$ cat src/rtl/wdt_pkg.sv
package wdt_pkg;
  localparam int NUM_CH  = 3;
  localparam int HALF_W  = 16;
  localparam int ADDR_W  = 6;
  localparam int CH_W    = 2;

  // per-channel register offsets inside a 16-byte window
  localparam logic [3:0] OFF_CNT  = 4'h0;
  localparam logic [3:0] OFF_LIM  = 4'h4;
  localparam logic [3:0] OFF_STAT = 4'h8;
  localparam logic [1:0] MASK_REGION = 2'd3;
  localparam logic [3:0] OFF_MASK = 4'h0;

  typedef enum logic [2:0] {
    SEL_NONE,
    SEL_CNT,
    SEL_LIM,
    SEL_STAT,
    SEL_MASK
  } rdSel_t;

  typedef struct packed {
    logic [NUM_CH-1:0] cntRead;
    logic [NUM_CH-1:0] limWrite;
    logic              maskWrite;
  } wdtStrobes_t;
endpackage

$ cat src/rtl/wdt_ctrl.sv
module wdt_ctrl
  import wdt_pkg::*;
(
  input  logic              clk,
  input  logic              rstN,
  input  logic              busEn,
  input  logic              busWe,
  input  logic [ADDR_W-1:0] busAddr,
  output wdtStrobes_t       stb,
  output rdSel_t            rdSel,
  output logic [CH_W-1:0]   rdCh
);
  logic [1:0] region;
  logic [3:0] offset;

  assign region = busAddr[5:4];
  assign offset = busAddr[3:0];

  always_comb begin
    stb   = '0;
    rdSel = SEL_NONE;
    rdCh  = '0;
    if (busEn) begin
      if (region == MASK_REGION) begin
        if (offset == OFF_MASK) begin
          if (busWe) stb.maskWrite = 1'b1;
          else       rdSel = SEL_MASK;
        end
      end else begin
        rdCh = region;
        for (int c = 0; c < NUM_CH; c++) begin
          if (region == CH_W'(c)) begin
            unique case (offset)
              OFF_CNT:  if (!busWe) begin stb.cntRead[c] = 1'b1; rdSel = SEL_CNT; end
              OFF_LIM:  if (busWe) stb.limWrite[c] = 1'b1; else rdSel = SEL_LIM;
              OFF_STAT: if (!busWe) rdSel = SEL_STAT;
              default:  ;
            endcase
          end
        end
      end
    end
  end

  // an idle bus never produces a side effect
  p_idle_no_strobe_r7: assert property (@(posedge clk) disable iff (!rstN)
    !busEn |-> (stb == '0));

  // at most one register side effect per access
  p_single_strobe_r7: assert property (@(posedge clk) disable iff (!rstN)
    $onehot0({stb.cntRead, stb.limWrite, stb.maskWrite}));
endmodule

$ cat src/rtl/wdt_datapath.sv
module wdt_datapath
  import wdt_pkg::*;
#(
  parameter int TICK_DIV   = 10_000_000,
  parameter int PULSE_LEN  = 16,
  parameter bit SWAP_BYTES = 1'b0
) (
  input  logic              clk,
  input  logic              rstN,
  input  wdtStrobes_t       stb,
  input  rdSel_t            rdSel,
  input  logic [CH_W-1:0]   rdCh,
  input  logic [HALF_W-1:0] busWdata,
  output logic [HALF_W-1:0] busRdata,
  output logic              irqOut,
  output logic              cpuResetOut,
  output logic              sysResetOut
);
  localparam int DIV_W   = (TICK_DIV > 1) ? $clog2(TICK_DIV) : 1;
  localparam int PULSE_W = $clog2(PULSE_LEN + 1);
  localparam logic [DIV_W-1:0] DIV_LAST = DIV_W'(TICK_DIV - 1);

  // ---------------- prescaler ----------------
  logic [DIV_W-1:0] divCnt;
  logic             tick;

  assign tick = (divCnt == DIV_LAST);

  always_ff @(posedge clk or negedge rstN) begin
    if (!rstN)     divCnt <= '0;
    else if (tick) divCnt <= '0;
    else           divCnt <= divCnt + 1'b1;
  end

  // ---------------- lane order ----------------
  logic [HALF_W-1:0] wrVal;

  function automatic logic [HALF_W-1:0] laneSwap(input logic [HALF_W-1:0] v);
    return {v[7:0], v[15:8]};
  endfunction

  generate
    if (SWAP_BYTES) begin : g_swapIn
      assign wrVal = laneSwap(busWdata);
    end else begin : g_straightIn
      assign wrVal = busWdata;
    end
  endgenerate

  // ---------------- mask ----------------
  logic [NUM_CH-1:0] maskQ;

  always_ff @(posedge clk or negedge rstN) begin
    if (!rstN)              maskQ <= '0;
    else if (stb.maskWrite) maskQ <= busWdata[NUM_CH-1:0];
  end

  // ---------------- channels ----------------
  logic [HALF_W-1:0] cntAll [NUM_CH];
  logic [HALF_W-1:0] limAll [NUM_CH];
  logic [NUM_CH-1:0] runAll;
  logic [NUM_CH-1:0] expAll;
  logic [NUM_CH-1:0] expEv;
  logic [NUM_CH-1:0] actOut;

  generate
    for (genvar c = 0; c < NUM_CH; c++) begin : g_ch
      logic [HALF_W-1:0] cntQ;
      logic [HALF_W-1:0] limQ;
      logic              runQ;
      logic              expQ;

      assign expEv[c] = runQ & tick & (cntQ <= HALF_W'(1))
                        & ~stb.limWrite[c] & ~stb.cntRead[c];

      always_ff @(posedge clk or negedge rstN) begin
        if (!rstN) begin
          cntQ <= HALF_W'(1);
          limQ <= HALF_W'(1);
          runQ <= 1'b0;
          expQ <= 1'b0;
        end else if (stb.limWrite[c]) begin
          limQ <= wrVal;
          cntQ <= wrVal;
          runQ <= 1'b1;
          expQ <= 1'b0;
        end else if (stb.cntRead[c]) begin
          cntQ <= limQ;
        end else if (runQ && tick) begin
          if (cntQ <= HALF_W'(1)) begin
            cntQ <= '0;
            runQ <= 1'b0;
            expQ <= 1'b1;
          end else begin
            cntQ <= cntQ - 1'b1;
          end
        end
      end

      assign cntAll[c] = cntQ;
      assign limAll[c] = limQ;
      assign runAll[c] = runQ;
      assign expAll[c] = expQ;

      if (c == 0) begin : g_irq
        assign actOut[c] = expQ & ~maskQ[c];
      end else begin : g_pulse
        logic [PULSE_W-1:0] pulseCnt;
        always_ff @(posedge clk or negedge rstN) begin
          if (!rstN)                        pulseCnt <= '0;
          else if (expEv[c] && !maskQ[c])   pulseCnt <= PULSE_W'(PULSE_LEN);
          else if (pulseCnt != '0)          pulseCnt <= pulseCnt - 1'b1;
        end
        assign actOut[c] = (pulseCnt != '0);

        // a pulse only starts from an expiry seen with its mask bit clear
        p_action_masked_r8: assert property (@(posedge clk) disable iff (!rstN)
          $rose(actOut[c]) |-> ($past(expEv[c]) && !$past(maskQ[c])));
      end

      // reloads and decrements never leave the count above the limit
      p_cnt_within_limit_r2: assert property (@(posedge clk) disable iff (!rstN)
        cntQ <= limQ);

      // a limit write arms the channel from the written value
      p_limit_write_starts_r3: assert property (@(posedge clk) disable iff (!rstN)
        stb.limWrite[c] |=> (runQ && !expQ && cntQ == limQ));

      // expiry lands with the counter at zero and counting stopped
      p_expire_at_zero_r5: assert property (@(posedge clk) disable iff (!rstN)
        $rose(expQ) |-> (cntQ == '0 && !runQ));

      // expired is sticky until a limit write
      p_expired_sticky_r6: assert property (@(posedge clk) disable iff (!rstN)
        (expQ && !stb.limWrite[c]) |=> expQ);
    end
  endgenerate

  // ---------------- read path ----------------
  logic [HALF_W-1:0] rdNext;
  logic [HALF_W-1:0] halfSel;
  logic [HALF_W-1:0] halfOut;

  always_comb begin
    halfSel = '0;
    for (int c = 0; c < NUM_CH; c++) begin
      if (rdCh == CH_W'(c)) begin
        halfSel = (rdSel == SEL_CNT) ? cntAll[c] : limAll[c];
      end
    end
  end

  generate
    if (SWAP_BYTES) begin : g_swapOut
      assign halfOut = laneSwap(halfSel);
    end else begin : g_straightOut
      assign halfOut = halfSel;
    end
  endgenerate

  always_comb begin
    rdNext = '0;
    unique case (rdSel)
      SEL_CNT, SEL_LIM: rdNext = halfOut;
      SEL_STAT: begin
        for (int c = 0; c < NUM_CH; c++) begin
          if (rdCh == CH_W'(c)) rdNext = {14'd0, expAll[c], runAll[c]};
        end
      end
      SEL_MASK: rdNext = {{(HALF_W-NUM_CH){1'b0}}, maskQ};
      default:  rdNext = '0;
    endcase
  end

  always_ff @(posedge clk or negedge rstN) begin
    if (!rstN) busRdata <= '0;
    else       busRdata <= rdNext;
  end

  assign irqOut      = actOut[0];
  assign cpuResetOut = actOut[1];
  assign sysResetOut = actOut[2];

  // the interrupt never shows without an expired channel 0
  p_irq_needs_expiry_r9: assert property (@(posedge clk) disable iff (!rstN)
    irqOut |-> expAll[0]);
endmodule

$ cat src/rtl/tri_watchdog.sv
module tri_watchdog
  import wdt_pkg::*;
#(
  parameter int TICK_DIV   = 10_000_000,
  parameter int PULSE_LEN  = 16,
  parameter bit SWAP_BYTES = 1'b0
) (
  input  logic        clk,
  input  logic        rstN,
  input  logic        busEn,
  input  logic        busWe,
  input  logic [5:0]  busAddr,
  input  logic [15:0] busWdata,
  output logic [15:0] busRdata,
  output logic        irqOut,
  output logic        cpuResetOut,
  output logic        sysResetOut
);
  wdtStrobes_t     stb;
  rdSel_t          rdSel;
  logic [CH_W-1:0] rdCh;

  wdt_ctrl u_ctrl (
    .clk     (clk),
    .rstN    (rstN),
    .busEn   (busEn),
    .busWe   (busWe),
    .busAddr (busAddr),
    .stb     (stb),
    .rdSel   (rdSel),
    .rdCh    (rdCh)
  );

  wdt_datapath #(
    .TICK_DIV   (TICK_DIV),
    .PULSE_LEN  (PULSE_LEN),
    .SWAP_BYTES (SWAP_BYTES)
  ) u_datapath (
    .clk         (clk),
    .rstN        (rstN),
    .stb         (stb),
    .rdSel       (rdSel),
    .rdCh        (rdCh),
    .busWdata    (busWdata),
    .busRdata    (busRdata),
    .irqOut      (irqOut),
    .cpuResetOut (cpuResetOut),
    .sysResetOut (sysResetOut)
  );
endmodule

$ cat config.mk
export PLATFORM = sky130hd
export DESIGN_NAME = tri_watchdog
export DESIGN_NICKNAME = d
export VERILOG_FILES = /design/src/rtl/wdt_pkg.sv /design/src/rtl/wdt_ctrl.sv /design/src/rtl/wdt_datapath.sv /design/src/rtl/tri_watchdog.sv
export SDC_FILE = /design/constraint.sdc
export NUM_CORES = 1
export LEC_CHECK = 0
export ABC_AREA = 1
export BUFFER_PORTS_ARGS = -buffer_cell sky130_fd_sc_hd__buf_2
export CAP_MARGIN = 20
export CORE_ASPECT_RATIO = 0.6
export CORE_MARGIN = 2
export CORE_UTILIZATION = 35
export DETAILED_ROUTE_END_ITERATION = 16
export GPL_TIMING_DRIVEN = 0
export REMOVE_ABC_BUFFERS = 1
export SETUP_SLACK_MARGIN = 0.05
export SLEW_MARGIN = 20
export SYNTH_ARGS = -nofsm -noshare
export SYNTH_HDL_FRONTEND = slang
export SYNTH_SLANG_ARGS = --single-unit
$ cat constraint.sdc
create_clock -name clk -period 3.7 [get_ports clk]
set_input_delay 0.185 -clock clk [delete_from_list [all_inputs] [get_ports clk]]
set_output_delay 0.185 -clock clk [all_outputs]
set_load 0.02 [all_outputs]
==> results of run 1 <==
## final timing paths
path	end	slack, ns
min reg2reg	u_datapath.g_ch[2].limQ[0]	0.48
max	u_datapath.g_ch[0].cntQ[14]	0.99
min in group asynchronous	u_datapath.divCnt[13]	0.28
max in group asynchronous	u_datapath.g_ch[0].cntQ[0]	2.57
min	u_datapath.g_ch[2].limQ[4]	0.02
max reg2reg	u_datapath.g_ch[0].cntQ[8]	1.12
## layout make-up
class	count	area [µm²]
fill	2890	16500
multi-input combinational	991	4730
sequential	155	3890
inverter	223	837
tap	367	459
clock buffer	19	453
timing repair buffer	54	365
clock inverter	13	140
## placed cells by master, fill, tap and decap left out, types with 20 or more instances in the layout
master / count
buf_2: 43
o21ai_0: 107
inv_1: 212
o22ai_1: 20
nor3_1: 28
nor2_1: 148
xor2_1: 29
nand2_1: 397
dfrtp_1: 149
nand3_1: 111
a21oi_1: 38
## state kept, by name, indices dropped and copies added (netlist names)
| signal | flops |
|---|---|
| u_datapath.g_ch.limQ | 48 |
| u_datapath.g_ch.g_pulse.pulseCnt | 10 |
| u_datapath.g_ch.expQ | 3 |
| u_datapath.busRdata | 16 |
| u_datapath.maskQ | 3 |
| u_datapath.g_ch.runQ | 3 |
| u_datapath.divCnt | 24 |
| u_datapath.g_ch.cntQ | 48 |
## power breakdown
part / total (W) / switching [W] / internal [W]
logic: 0.00162 / 0.00107 / 0.000549
clock network: 0.00180 / 0.000770 / 0.00103
registers: 0.00209 / 0.000178 / 0.00191
total: 0.00550 / 0.00202 / 0.00349
## Yosys cell counts (3+ instances only)
cell / instances
a21oi_1: 38
and3_1: 3
buf_2: 18
buf_4: 6
clkbuf_1: 11
dfrtp_1: 149
dfstp_2: 6
ha_1: 11
inv_1: 212
inv_2: 11
nand2_1: 397
nand2_2: 6
nand3_1: 112
nand3b_1: 3
nand4_1: 17
nor2_1: 148
nor2_2: 3
nor2_4: 5
nor3_1: 28
nor4_1: 11
o21ai_0: 107
o21ai_1: 7
o21ai_2: 3
o21bai_1: 10
o22ai_1: 20
or2_2: 11
xnor2_1: 7
xor2_1: 29
## critical path, delay by kind of cell
family | cells | cell delay, ns
AO/OA/AOI/OAI | 1 | 0.08
buffers and inverters | 2 | 0.39
AND/OR/NAND/NOR | 8 | 2.39
## metal layers
layer | part of all wire, % | up-vias
li1 | - | 4518
met1 | 51 | 4337
met2 | 38 | 316
met3 | 9.8 | 21
met4 | 1.0 | 0
met5 | 0 | -
## metrics by stage
stage / cells / hold WS, ns / power [W] / cell area (µm²) / util [%]
after floorplan: 1369 / -0.111 / 0.00326 / 9450 / -
after global placement: 1780 / 0.426 / 0.00366 / 10100 / 37.1
after detailed placement: 1782 / 0.175 / 0.00370 / 10200 / 37.3
after CTS: 1822 / 0.00834 / 0.00551 / 10900 / 39.8
after global routing: 1822 / 0.0299 / 0.00590 / 10900 / 39.8
final: 1822 / 0.0241 / 0.00550 / 10900 / 39.8
## cell families after synthesis
family	Yosys count	synth area share (%)
AOI/OAI and AO/OA	195	11.0
xor gates and xnor gates	36	3.26
adders and majority gates	11	1.42
buffers and inverters	262	10.8
DFF	155	40.2
and+or+nand+nor	749	33.3
==> run summary, run 1 <==
share of cells above drive strength 1 = 8.87%
root buffer cell = clkbuf_16
relative slew slack = 23.5%
setup ws final = 0.987 ns
final hold vios = 0
clk_skew = 0.00995 ns
post-DP HPWL = 22100 µm
Initial DRT Pass Iterations = 5
Worst-Margin Slew = 1.14 ns
die area = 0.0290 mm²
crit start category = primary input
Setup WS pre-CTS = 0.543 ns
die span in x = 218 µm
Clock H-tree levels = 4
met3 GRT Util = 6.41%
Synth top area share = 38.6%
clock sink count = 155
floorplan row count = 47
CP Launch Point = busAddr[1]
FMAX = 369 MHz
Yosys top cell by area = dfrtp_1
Syn Inst Count = 1408
critical path required time = 4.04 ns
period utilization = 73.3%
Vert. Die Dim = 133 µm
largest net degree at the start of global routing = 91
ys flop type = dfrtp_1
critical path type = primary input to register
final setup fails = 0
slowest stage cell, crit path = nor2_1
Worst path max stage delay = 0.94 ns
critical path cell sequence = buf_2 -> nor2_1 -> nand3_2 -> nor2_1 -> nor2_1 -> nand2_1 -> inv_1 -> nand2_1 -> o21ai_0 -> nand2_1 -> nand2_1
antenna cells = 0
drt first-iter violations = 999
CP max FO = 16
sequential area share after synthesis = 40.2%
Post CTS Setup Buffer Count = 0
first-pass GRT wire length = 47500 µm
Routability Congestion = 0.908
status = finished, final reports clean
growth of design area from synthesis to finish = 12.6%
max-slew violation count = 0
Yosys reg bits = 155
# port buffers = 44
TritonCTS clock tree = yes
CP endpoint kind = register
clock latency on the worst-skew pair = 0.45 ns
core area = 0.0273 mm²
Post-synth EDFFs = 0
GRT met2 Usage = 27.1%
initial core utilization = 35.3%
Hold WC Path Type = primary input to register
clock-pin slew on the worst setup and hold paths = 0.07 ns
Synth area leaders = dfrtp_1, nand2_1, inv_1
synthesized area = 0.00966 mm²
Hold Path Origin = busWdata[4]
DRC = 0
CTS max path bufs = 2
antenna violations before repair = 0
Leak Pwr = 5.78 nW
synthesized area per cell = 6.86 µm²
I/O Pins = 45
asr flop ratio synth = 100%
cts bufs inserted = 17
GR peak layer = met1
met1 GRT Util = 34.3%
vias in the first global route = 8286
Worst Path Arrival = 3.06 ns
Nets = 1479
Setup TNS = 0 ns
hold_buf cts = 8
max_cap viols = 0
post-cts sizing count = 0
count of cell types in the netlist = 42
vias per cell = 5.05
worst vdd ir = 0.358 mV
Routed WL per cell = 16.3 µm
Tmin final = 2.71 ns
ANT nets after route = 0
WL final = 29800 µm
worst r2r path cells = 10
Global Route Usage Sum = 21.4%
hold path cells = 3
Reg-to-Reg Start = u_datapath.divCnt[0]
gr ovfl total = 0
Synth Warn # = 0
Pwr Density = 506 mW/mm²
RSZ-0062 raised after global routing = no
routed via count = 9192
crit-path most repeated cell = nand2_1
No activity file was read; power rests on OpenSTA's default activity.
==> inputs of run 2 (changes only) <==
Clock period 3.7 ns to 2.4 ns, I/O delays scaled along.
==> run 2 against run 1 <==
Compared with the run above:
- routed wire length rose by 1.1%
- final area up 1.9%
- count of clock-buffer cells in the layout is the same
- critical path depth decreased by 1
- sequential cell count did not move
- global-route usage barely moved
- non-clock buffer count grew 7
==> run summary, run 2 (synthesis results as in run 1) <==
DRC = 0
Clock H-tree levels = 4
die span in x = 218 µm
drt first-iter violations = 985
flop-to-flop setup slack = 0.16 ns
slowest stage cell, crit path = dfrtp_1
antenna cells = 0
clock sink count = 155
# port buffers = 44
Nets = 1488
relative slew slack = 31.7%
max_cap viols = 0
max-slew violation count = 0
ANT nets after route = 0
Reg-to-Reg Start = u_datapath.divCnt[17]
Pwr Density = 768 mW/mm²
vias in the first global route = 8319
crit start category = register
Worst path max stage delay = 0.44 ns
most frequent cells in the layout = nand2_1, inv_1, dfrtp_1
CP endpoint kind = register
post-DP HPWL = 22100 µm
clk_skew = 0.00819 ns
largest net degree at the start of global routing = 91
setup ws final = 0.157 ns
TritonCTS clock tree = yes
antenna violations before repair = 0
crit-path most repeated cell = nand2_1
first-pass GRT wire length = 47600 µm
clock share of power = 32.6%
Top delay family on crit path = simple AND/OR/NAND/NOR gates
Setup WS pre-CTS = -0.692 ns
Global Route Usage Sum = 21.4%
Top Registers = u_datapath.g_ch.cntQ x48, u_datapath.g_ch.limQ x48, u_datapath.divCnt x24
Hold Path Origin = busWdata[11]
Sw Ratio = 36.7%
Routability Congestion = 0.908
worst vdd ir = 0.550 mV
routed via count = 9227
gr ovfl total = 0
CTS max path bufs = 2
root buffer cell = clkbuf_16
clock-pin slew on the worst setup and hold paths = 0.07 ns
sequential share of power = 37.7%
worst reg2reg endpoint = u_datapath.g_ch[0].cntQ[8]
critical path type = register to register
WL final = 30100 µm
Routed WL per cell = 16.4 µm
growth of design area from synthesis to finish = 14.8%
RSZ-0062 raised after global routing = yes
initial core utilization = 35.3%
worst path bufs/invs = 1
floorplan row count = 47
Tmin final = 2.24 ns
final setup fails = 0
CP max FO = 12
internal power = 0.00539 W
I/O Pins = 45
cts bufs inserted = 17
Worst Hold Endpoint = u_datapath.g_ch[2].limQ[11]
share of cells above drive strength 1 = 10.2%
Comb pwr share = 29.6%
period utilization = 93.5%
Hold WC Path Type = primary input to register
FMAX = 446 MHz
critical path cell sequence = inv_1 -> nand2_1 -> nor3_1 -> nand2_1 -> nor2_1 -> nand4_1 -> nand2_4 -> o21ai_0 -> nand2_1 -> nand2_1
clock latency on the worst-skew pair = 0.45 ns
status = finished, final reports clean
core area = 0.0273 mm²
die area = 0.0290 mm²
vias per cell = 5.04
Psw = 0.00312 W
Worst Path Arrival = 2.58 ns
final hold vios = 0
hold path cells = 3
Vert. Die Dim = 133 µm
critical path required time = 2.74 ns
commonest non-fill, non-tap cell in the layout = nand2_1
Worst-Margin Slew = 1.02 ns
Min Hold Slack = 0.0372 ns
worst r2r path cells = 10
Initial DRT Pass Iterations = 5
Filler Cells Inserted = 2870
Leak Pwr = 5.85 nW
[run 2: metrics by stage]
stage / total power [W] / cells / util (%) / TNS, ns / area, µm²
final: 0.00852 / 1831 / 40.5 / 0 / 11100
after global routing: 0.00913 / 1831 / 40.5 / 0 / 11100
after CTS: 0.00852 / 1828 / 40.2 / 0 / 11000
after detailed placement: 0.00570 / 1782 / 37.3 / -20.14 / 10200
after global placement: 0.00565 / 1780 / 37.1 / -230.52 / 10100
after floorplan: 0.00503 / 1369 / - / 0 / 9450
[run 2: final cells by class]
| class | count | area [µm²] | area share (%) |
|---|---|---|---|
| clock buffers | 19 | 453 | 4.09 |
| clock inverters | 13 | 140 | 1.26 |
| inverters | 223 | 840 | 7.57 |
| multi-input cells | 993 | 4860 | 43.9 |
| flip-flops and latches | 155 | 3890 | 35.1 |
| well taps | 367 | 459 | 4.14 |
| repair buffers | 61 | 445 | 4.02 |
[run 2: repair_timing]
item,CTS,global route
gates cloned,0,2
endpoints found under the hold margin,76,0
setup endpoints to repair,35,38
pin swaps,0,2
gates resized for setup,12,14
buffers inserted,0,1
hold buffers,14,0
[run 2: power by group through the flow]
stage	Combinational [W]	Clock, W	Sequential (W)
global placement	0.00240	0	0.00325
detailed placement	0.00245	0	0.00325
global route	0.00293	0.00294	0.00326
CTS	0.00249	0.00282	0.00321
finish	0.00252	0.00278	0.00321
floorplan	0.00184	0	0.00318
[run 2: how the worst max path moves through the flow]
| stage | startpoint | to | slack, ns | depth (start not counted) |
|---|---|---|---|---|
| CTS | u_datapath.divCnt[0] | u_datapath.g_ch[1].g_pulse.pulseCnt[1] | 0.09 | 8 |
| global placement | rstN | u_datapath.g_ch[2].g_pulse.pulseCnt[3] | -1.36 | 1 |
| global route | u_datapath.divCnt[17] | u_datapath.g_ch[0].cntQ[9] | 0.01 | 10 |
| detailed placement | busAddr[1] | u_datapath.g_ch[0].cntQ[14] | -0.69 | 11 |
| finish | u_datapath.divCnt[17] | u_datapath.g_ch[0].cntQ[8] | 0.16 | 10 |
| floorplan | u_datapath.g_ch[0].cntQ[0] | u_datapath.g_ch[0].cntQ[14] | 0.42 | 10 |
[run 2: routing by layer]
layer | track usage (%) | vias to the layer above | routed length (µm)
met4 | 5.29 | 0 | 349
met2 | 27.0 | 332 | 11500
met5 | 0 | - | 0
met1 | 34.2 | 4336 | 15300
met3 | 6.69 | 22 | 3010
li1 | - | 4537 | -
[run 2: worst register-to-register path, cell delays in order (launching register included)]
cell     delay [ns]
dfrtp_1        0.44
inv_1          0.14
nand2_1        0.11
nor3_1         0.20
nand2_1        0.08
nor2_1         0.25
nand4_1        0.38
nand2_4        0.29
o21ai_0        0.11
nand2_1        0.08
nand2_1        0.05
==> inputs of run 3 (changes only) <==
Settings changed: PLACE_DENSITY set to 0.62, SKIP_LAST_GASP set to 1.
==> run 3 against run 2 <==
Compared with the run above:
- clock skew up 0.0062 ns
- critical endpoint is now u_datapath.g_ch[0].cntQ[14]
- largest power group unchanged
- sequential power about the same
- power up 2.2%
- global-route usage up 0.31 points
==> run summary, run 3 (synthesis results as in run 1) <==
status = finished, final reports clean
Initial DRT Pass Iterations = 6
relative slew slack = 27.5%
antenna cells = 0
gr ovfl total = 0
clock-pin slew on the worst setup and hold paths = 0.07 ns
Top Registers = u_datapath.g_ch.cntQ x48, u_datapath.g_ch.limQ x48, u_datapath.divCnt x24
Hold WC Path Type = primary input to register
cts bufs inserted = 17
critical path type = register to register
core area = 0.0273 mm²
routed via count = 9375
post-DP HPWL = 22000 µm
Global Route Usage Sum = 21.7%
Worst Path Arrival = 2.58 ns
first-pass GRT wire length = 48500 µm
placed cell area = 0.0102 mm²
WL final = 30300 µm
setup ws final = 0.209 ns
Worst path max stage delay = 0.55 ns
# port buffers = 44
clk_skew = 0.0144 ns
clock latency on the worst-skew pair = 0.45 ns
TritonCTS clock tree = yes
ANT nets after route = 0
Routability Congestion = 0.922
crit start category = register
Setup WS pre-CTS = -0.659 ns
Pwr Density = 781 mW/mm²
CTS max path bufs = 2
commonest non-fill, non-tap cell in the layout = nand2_1
vias in the first global route = 8513
die area = 0.0290 mm²
max-slew violation count = 0
die span in x = 218 µm
share of cells above drive strength 1 = 9.94%
Nets = 1493
growth of design area from synthesis to finish = 15.4%
clock sink count = 155
largest net degree at the start of global routing = 87
floorplan row count = 47
Routed WL per cell = 16.5 µm
critical path required time = 2.79 ns
total power = 0.00870 W
max_cap viols = 0
CP endpoint kind = register
crit-path most repeated cell = nand2_1
Worst-Margin Slew = 1.09 ns
most frequent cells in the layout = nand2_1, inv_1, dfrtp_1
I/O Pins = 45
Tmin final = 2.19 ns
worst vdd ir = 0.432 mV
critical path cell sequence = inv_1 -> ha_1 -> or2_2 -> nand4_1 -> nand2_4 -> inv_2 -> nand2_1 -> o21ai_0 -> nand2_1 -> nand2_1
DRC = 0
antenna violations before repair = 0
initial core utilization = 35.3%
vias per cell = 5.11
worst path bufs/invs = 2
slowest stage cell, crit path = dfstp_2
Setup TNS = 0 ns
Vert. Die Dim = 133 µm
CP max FO = 16
period utilization = 91.3%
Clock H-tree levels = 4
Leak Pwr = 5.88 nW
root buffer cell = clkbuf_16
final hold vios = 0
final setup fails = 0
Post-Layout Inst Area = 0.0111 mm²
drt first-iter violations = 1269
RSZ-0062 raised after global routing = no
FMAX = 456 MHz
Top delay family on crit path = simple AND/OR/NAND/NOR gates
-- run 3: changes by cell type in the layout (fill, tap and decap cells not counted), moves of 3 or more --
cell       delta
clkbuf_1      +7
buf_4         +4
clkinv_4      -3
inv_6         -3
bufinv_16     +3
-- run 3: metrics by stage --
step | util, % | hold WS (ns) | std cells
detailed placement | 37.3 | 0.125 | 1782
global placement | 37.1 | 0.360 | 1780
floorplan | - | -0.176 | 1369
global route | 40.8 | 0.0389 | 1836
finish | 40.8 | 0.0168 | 1836
CTS | 40.3 | 0.00543 | 1829
-- run 3: per-layer routing --
| layer | up-vias | track usage, % | wire length (µm) |
|---|---|---|---|
| li1 | 4551 | - | - |
| met1 | 4423 | 34.6 | 15400 |
| met2 | 373 | 27.3 | 11400 |
| met3 | 28 | 6.80 | 3090 |
| met4 | 0 | 5.86 | 414 |
| met5 | - | 0 | 0 |
-- run 3: cell type report --
class	instances	area, µm²
multi-input cells	993	4850
flip-flops and latches	155	3890
clock inverters	8	168
well taps	367	459
repair buffers	66	490
inverters	223	840
clock buffers	24	452
fillers	2846	16200
-- run 3: repair_timing --
item                                    in CTS  in global routing
hold endpoints to repair                    80                  0
gates resized for setup                     12                 14
buffers inserted                             0                  5
hold buffers                                14                  0
endpoints found under the setup margin      30                 40
pin swaps                                    1                  4
cloned                                       1                  1
-- run 3: path summary, 6_finish.rpt --
path / start / to / slack, ns / cells past startpoint
setup / recovery: u_datapath.g_ch[0].cntQ[0] / u_datapath.g_ch[0].cntQ[14] / 0.21 / 10
hold / removal: busWdata[14] / u_datapath.g_ch[2].limQ[14] / 0.02 / 3
setup reg to reg: u_datapath.g_ch[0].cntQ[0] / u_datapath.g_ch[0].cntQ[14] / 0.21 / 10
hold reg to reg: u_datapath.g_ch[0].cntQ[14] / u_datapath.g_ch[0].cntQ[14] / 0.48 / 2
max in group asynchronous: rstN / u_datapath.g_ch[2].cntQ[5] / 1.28 / 3
min in group asynchronous: rstN / u_datapath.divCnt[19] / 0.21 / 2
-- run 3: where the power goes --
group	switching, W	internal [W]
clock network	0.00112	0.00184
registers	0.000270	0.00294
logic	0.00167	0.000865
-- run 3: worst register-to-register path: cells and delay by family, from the launching register on --
family                   cells  cell delay, ns
AO/OA/AOI/OAI                1            0.15
flip-flops                   1            0.55
AND/OR/NAND/NOR              6            0.89
adder cells (fa/ha/maj)      1            0.25
buffers and inverters        2            0.28
